$ cat src/rtl/pad_clamp_pkg.sv
package pad_clamp_pkg;

  typedef enum logic [2:0] {
    PH_IDLE,
    PH_REL_1,
    PH_REL_2,
    PH_AST_1,
    PH_AST_2
  } phase_e;

  typedef struct packed {
    logic pwr_down;
    logic clamp_early;
    logic clamp_main;
  } pad_ctl_t;

  localparam pad_ctl_t PAD_CTL_SAFE = '{pwr_down: 1'b1, clamp_early: 1'b1, clamp_main: 1'b1};

endpackage

$ cat src/rtl/pad_use_counter.sv
module pad_use_counter #(
  parameter int unsigned CNT_W = 4
) (
  input  logic             clk_i,
  input  logic             rst_ni,
  input  logic             en_req_i,
  input  logic             dis_req_i,
  input  logic             force_off_i,
  output logic [CNT_W-1:0] cnt_o,
  output logic             nz_o,
  output logic             err_o
);
  localparam logic [CNT_W-1:0] CNT_MAX = {CNT_W{1'b1}};

  logic [CNT_W-1:0] cnt_q, cnt_d;
  logic             err_q;
  logic             inc, dec;

  always_comb begin
    dec   = force_off_i | (dis_req_i & ~en_req_i);
    inc   = en_req_i & ~dis_req_i & ~force_off_i;
    cnt_d = cnt_q;
    if (dec && cnt_q != '0)         cnt_d = cnt_q - 1'b1;
    else if (inc && cnt_q != CNT_MAX) cnt_d = cnt_q + 1'b1;
  end

  always_ff @(posedge clk_i or negedge rst_ni) begin
    if (!rst_ni) begin
      cnt_q <= '0;
      err_q <= 1'b0;
    end else begin
      cnt_q <= cnt_d;
      // unbalanced disable: a client request, not a force-off drain
      err_q <= dis_req_i & ~en_req_i & ~force_off_i & (cnt_q == '0);
    end
  end

  assign cnt_o = cnt_q;
  assign nz_o  = (cnt_q != '0);
  assign err_o = err_q;
endmodule

$ cat src/rtl/pad_gap_timer.sv
module pad_gap_timer #(
  parameter int unsigned GAP_CYCLES = 5000
) (
  input  logic clk_i,
  input  logic rst_ni,
  input  logic load_i,
  output logic done_o
);
  generate
    if (GAP_CYCLES <= 1) begin : g_single
      assign done_o = 1'b1;
    end else begin : g_count
      localparam int unsigned TW = $clog2(GAP_CYCLES);
      localparam logic [TW-1:0] RELOAD = TW'(GAP_CYCLES - 1);
      logic [TW-1:0] tmr_q;

      always_ff @(posedge clk_i or negedge rst_ni) begin
        if (!rst_ni)            tmr_q <= '0;
        else if (load_i)        tmr_q <= RELOAD;
        else if (tmr_q != '0)   tmr_q <= tmr_q - 1'b1;
      end

      assign done_o = (tmr_q == '0);
    end
  endgenerate
endmodule

$ cat src/rtl/pad_clamp_fsm.sv
module pad_clamp_fsm
  import pad_clamp_pkg::*;
(
  input  logic     clk_i,
  input  logic     rst_ni,
  input  logic     users_i,
  input  logic     gap_done_i,
  output logic     gap_load_o,
  output pad_ctl_t ctl_o,
  output logic     busy_o
);
  phase_e   ph_q;
  pad_ctl_t ctl_q;
  logic     start_rel, start_ast;

  always_comb begin
    start_rel  = (ph_q == PH_IDLE) &&  users_i &&  ctl_q.pwr_down;
    start_ast  = (ph_q == PH_IDLE) && !users_i && !ctl_q.pwr_down;
    gap_load_o = start_rel || start_ast ||
                 (gap_done_i && (ph_q == PH_REL_1 || ph_q == PH_AST_1));
  end

  always_ff @(posedge clk_i or negedge rst_ni) begin
    if (!rst_ni) begin
      ph_q  <= PH_IDLE;
      ctl_q <= PAD_CTL_SAFE;
    end else begin
      unique case (ph_q)
        PH_IDLE: begin
          if (start_rel) begin
            ctl_q.clamp_main <= 1'b0;
            ph_q             <= PH_REL_1;
          end else if (start_ast) begin
            ctl_q.pwr_down <= 1'b1;
            ph_q           <= PH_AST_1;
          end
        end
        PH_REL_1: if (gap_done_i) begin
          ctl_q.clamp_early <= 1'b0;
          ph_q              <= PH_REL_2;
        end
        PH_REL_2: if (gap_done_i) begin
          ctl_q.pwr_down <= 1'b0;
          ph_q           <= PH_IDLE;
        end
        PH_AST_1: if (gap_done_i) begin
          ctl_q.clamp_early <= 1'b1;
          ph_q              <= PH_AST_2;
        end
        PH_AST_2: if (gap_done_i) begin
          ctl_q.clamp_main <= 1'b1;
          ph_q             <= PH_IDLE;
        end
        default: ph_q <= PH_IDLE;
      endcase
    end
  end

  assign ctl_o  = ctl_q;
  assign busy_o = (ph_q != PH_IDLE);
endmodule

$ cat src/rtl/pad_clamp_seq.sv
module pad_clamp_seq
  import pad_clamp_pkg::*;
#(
  parameter int unsigned CLK_FREQ_HZ = 50_000_000,
  parameter int unsigned GAP_US      = 100,
  parameter int unsigned GAP_CYCLES  = CLK_FREQ_HZ / 1_000_000 * GAP_US,
  parameter int unsigned CNT_W       = 4
) (
  input  logic             clk_i,
  input  logic             rst_ni,
  input  logic             en_req_i,
  input  logic             dis_req_i,
  input  logic             force_off_i,
  output logic             pwr_down_o,
  output logic             clamp_early_o,
  output logic             clamp_main_o,
  output logic             busy_o,
  output logic             unbal_err_o,
  output logic [CNT_W-1:0] use_cnt_o
);
  logic     users, gap_load, gap_done;
  pad_ctl_t ctl;

  pad_use_counter #(.CNT_W(CNT_W)) u_cnt (
    .clk_i       (clk_i),
    .rst_ni      (rst_ni),
    .en_req_i    (en_req_i),
    .dis_req_i   (dis_req_i),
    .force_off_i (force_off_i),
    .cnt_o       (use_cnt_o),
    .nz_o        (users),
    .err_o       (unbal_err_o)
  );

  pad_gap_timer #(.GAP_CYCLES(GAP_CYCLES)) u_gap (
    .clk_i  (clk_i),
    .rst_ni (rst_ni),
    .load_i (gap_load),
    .done_o (gap_done)
  );

  pad_clamp_fsm u_fsm (
    .clk_i      (clk_i),
    .rst_ni     (rst_ni),
    .users_i    (users),
    .gap_done_i (gap_done),
    .gap_load_o (gap_load),
    .ctl_o      (ctl),
    .busy_o     (busy_o)
  );

  assign pwr_down_o    = ctl.pwr_down;
  assign clamp_early_o = ctl.clamp_early;
  assign clamp_main_o  = ctl.clamp_main;
endmodule

$ cat config.mk
export PLATFORM = sky130hd
export DESIGN_NAME = pad_clamp_seq
export DESIGN_NICKNAME = d
export VERILOG_FILES = /design/src/rtl/pad_clamp_pkg.sv /design/src/rtl/pad_use_counter.sv /design/src/rtl/pad_gap_timer.sv /design/src/rtl/pad_clamp_fsm.sv /design/src/rtl/pad_clamp_seq.sv
export SDC_FILE = /design/constraint.sdc
export NUM_CORES = 1
export LEC_CHECK = 0
export ABC_AREA = 0
export CAP_MARGIN = 5
export CORE_UTILIZATION = 46
export CTS_BUF_LIST = sky130_fd_sc_hd__clkbuf_2 sky130_fd_sc_hd__clkbuf_4 sky130_fd_sc_hd__clkbuf_8
export CTS_CLUSTER_DIAMETER = 40
export DETAILED_ROUTE_END_ITERATION = 10
export DONT_BUFFER_PORTS = 1
export SYNTH_ARGS = -nofsm -noshare
export SYNTH_HDL_FRONTEND = slang
export SYNTH_SLANG_ARGS = --single-unit
$ cat constraint.sdc
create_clock -name clk_i -period 2.4 [get_ports clk_i]
set_input_delay 0.48 -clock clk_i [delete_from_list [all_inputs] [get_ports clk_i]]
set_output_delay 0.48 -clock clk_i [all_outputs]
set_load 0.03 [all_outputs]
==> run summary <==
TritonCTS built the clock tree. The startpoint identified for the worst register-to-register timing path is u_cnt.cnt_o[2]. The number of warnings reported in the yosys synthesis log came out at 0. Counting instances in the post-synthesis netlist gives the leading cell types as sky130_fd_sc_hd__dfrtp_1 (21), sky130_fd_sc_hd__nor2_1 (12), sky130_fd_sc_hd__a21oi_1 (9), sky130_fd_sc_hd__nand2_1 (9), sky130_fd_sc_hd__nor3_1 (7).

Of the total power, combinational logic draws 0.437. The synthesized instance count is 139. The post-detailed-route DRC marker count is 0. The number of buffers and inverters on the critical path is 0.

The initial cell density of the core came out at 0.498. Summing all placed instances gives a cell area of 0.00147 mm2. On the worst path, the slowest cell contributes a delay of 0.44 ns. The global placement routability congestion is 0.822. The power per cell area is 1140 mW/mm2. The smallest clock period supported by the final layout is computed as 2.04 ns. The number of antenna violations at the first check in global routing came out at 0.

For this run, the top clock speed supported by timing is 491 MHz. In the final timing run, aggregate negative setup slack is 0 ns. The fraction of layout cells with a size suffix above 1 is 0.182. The number of flip-flops and latches in the synthesized netlist is 24. The critical path runs through a total of 7 cells.

The worst-case IR drop observed on VDD is 0.000568 V. The path class of the tightest hold or removal check is in -> reg. Summed over all instances, the cell type with the most area after synthesis is sky130_fd_sc_hd__dfrtp_1. The growth of design area from synthesis to finish is 10.6%. The area share of the largest cell type after synthesis is 0.373. The share of async-settable or async-resettable flops after synthesis is 1.00.

The maximum fanout along the worst path came out at 5. The final setup violation count is 0. The netlist area before placement came out at 0.00141 mm2. The worst register-to-register path ends at u_cnt.cnt_o[2]. The worst setup slack before clock tree synthesis is 0.254 ns.

The total routing resource utilization after global routing is 0.184. The number of instances on the worst hold path is 1. STA classifies the critical path startpoint as a flip-flop. The switching power is 0.753 mW. The startpoint identified for the worst hold timing path is force_off_i. The most used flip-flop cell after synthesis is sky130_fd_sc_hd__dfrtp_1.

The global-route wire length before repair is 4.69 mm. The number of max-cap violations came out at 0. The run finished with clean final reports.

sky130_fd_sc_hd__dfrtp_1 is the most common cell in the netlist. The number of enable flip-flop cells after synthesis came out at 0. Setup repair after global routing left no endpoint under its margin. The number of buffers created by CTS came out at 3. The gate family responsible for the most delay along the worst path is compound AO/OA/AOI/OAI gates.

The post-route cell area is 0.00156 mm2. The number of nets with antenna violations after routing is 0. The tightest slew margin relative to the limit is 0.691. The worst register-to-register path has a depth of 7. Once the clock tree was built, the setup fixing pass inserted 0 buffers.

The critical path is of the reg -> reg type. The maximum number of pins on one net before global-route repair came out at 25. The leakage power is 0.645 nW. The number of vias after detailed routing came out at 1097. The first-pass detailed-route iteration total came out at 4. The post-detailed-route wirelength per cell is 15.3 um. The overall overflow remaining after global route is 0.

The number of hold-slack violations in the final timing report was 0. The fraction of power spent switching nets is 0.423. Final hold analysis gives a worst-case slack of 0.216 ns. The post-synthesis cell type count came out at 52. The maximum level of the CTS H-tree came out at 1. The maximum clock skew at final layout came out at 0.00378 ns. The synthesized area per cell is 10.1 um2. Of the synthesized area, sequential elements account for 0.429. The clock group share of total power is 0.163. The total area inside the core boundary comes to 0.00283 mm2. The number of I/O port buffers came out at 0. The arrival time at the worst endpoint is 2.24 ns. Walking the worst path, the cells encountered are nor4_4 > a21oi_2 > xor2_1 > ha_1 > a2111o_1 > o311ai_1 > a2111oi_2. The die covers 0.00329 mm2. STA classifies the critical path endpoint as a flip-flop.

The buffer levels on the longest clock path is 2. The sequential cell area in the final layout came out at 604 um2. The post-layout net count is 157. The number of global-route vias before repair came out at 1067. The clock-pin slew on the worst setup and hold paths came out at 0.14 ns. The worst hold path terminates at u_cnt.err_o. The data required time at the worst endpoint came out at 2.61 ns. The max-slew violation count is 0. The share of the cycle needed by the critical path after routing is 0.849.

14 I/O pins were placed. The number of hold buffers added after CTS came out at 2. CTS placed an instance of sky130_fd_sc_hd__clkbuf_4 at the clock tree root. The share of total power in sequential cells is 0.399. The number of gates resized after cts is 0. In this run the register-to-register setup slack is 0.36 ns. The slowest stage of the critical path belongs to the cell sky130_fd_sc_hd__dfrtp_1. Using the TritonRoute via totals, the vias-per-cell ratio works out to 6.13.

From bottom edge to top edge, the die measures 57.3 um. The net count after synthesis came out at 147. The total routed wirelength is 2.74 mm.

The combined area of the multi-input logic cells is 748 um2. In the post-synthesis netlist, the biggest area contributors are sky130_fd_sc_hd__dfrtp_1 (37%), sky130_fd_sc_hd__dfstp_2 (5.6%), sky130_fd_sc_hd__a21oi_1 (3.2%), sky130_fd_sc_hd__nor2_1 (3.2%), sky130_fd_sc_hd__nor4_4 (3.0%). The first-iteration detailed-routing DRC count came out at 45.

The final HPWL from detailed placement is 2.01 mm. The actual transition at the worst max-transition pin is 0.460 ns. The antenna diode count came out at 0. The total number of placement rows came out at 19. Cell internal power was estimated by the tool at 1.03 mW. The width of the die came out at 57.3 um. The clock sink total is 24. The clock latency on the worst-skew pair came out at 0.31 ns.

The total of fill cells in the finished design is 270. The smallest setup slack after layout came out at 0.363 ns.
## cell families (layout without fill, tap and decap cells)
family                   Yosys count  in the layout  share of synthesized area
multiplexers                       6              6                     0.0444
flip-flops                        24             24                      0.429
buffers and inverters             11             20                     0.0391
AO/OA/AOI/OAI                     33             33                      0.183
AND/OR/NAND/NOR                   58             58                      0.252
XOR/XNOR                           4              4                     0.0249
adder cells (fa/ha/maj)            3              3                     0.0267
## per-stage QoR
step	util	instances	total power [mW]
6_report	0.550	179	1.78
5_1_grt	0.550	179	1.91
4_1_cts	0.550	179	1.80
3_5_place_dp	0.521	173	1.49
3_3_place_gp	0.521	173	1.45
2_1_floorplan	-	139	1.27
## final cells by class
class,instances,area share
inverter,6,0.0145
timing repair buffer,10,0.0579
clock inverter,1,0.0193
clock buffer,3,0.0145
tap,31,0.0249
multi-input combinational,104,0.481
sequential,24,0.388
## worst max path at each step
stage,from,end,slack (ns)
finish,u_cnt.cnt_o[2],u_cnt.cnt_o[2],0.36
global route,u_cnt.cnt_o[2],u_cnt.cnt_o[2],0.24
CTS,u_cnt.cnt_o[2],u_cnt.cnt_o[2],0.33
detailed placement,en_req_i,u_cnt.cnt_o[2],0.25
global placement,en_req_i,u_cnt.cnt_o[2],0.41
floorplan,u_cnt.cnt_o[2],u_cnt.cnt_o[2],0.36
## cell usage in the layout, fill, tap and decap left out, drive strengths merged, types with 3 or more instances in the layout
cell and n:
nor4 3, inv 6, nor3 8, clkbuf 3
o31ai 4, o21ai 3, a21oi 10, nor2 13
ha 3, nand2 9, nand4 5, nand3 4
mux2i 4, dfrtp 21, nand2b 3, dfstp 3
buf 9
## registers in the layout (all words and copies together), names as in the netlist
name                 count
u_fsm.ctl_o              3
u_cnt.cnt_o              4
u_cnt.err_o              1
u_gap.g_count.tmr_q     13
u_fsm.ph_q               3
## power by group through the flow
stage	sequential, mW	combinational [mW]	clock [mW]
6_report	0.711	0.779	0.291
5_1_grt	0.737	0.865	0.312
4_1_cts	0.710	0.783	0.304
3_5_place_dp	0.718	0.767	0
3_3_place_gp	0.713	0.741	0
2_1_floorplan	0.778	0.493	0
## routing by layer
layer | part of all wire | vias to the layer above | global-route usage
li1 | - | 540 | -
met1 | 0.47 | 539 | 0.225
met2 | 0.50 | 16 | 0.333
met3 | 0.026 | 2 | 0.0227
met4 | 0.0058 | 0 | 0.0627
met5 | 0 | - | 0
Note: power is estimated with default switching activity, not from simulation.
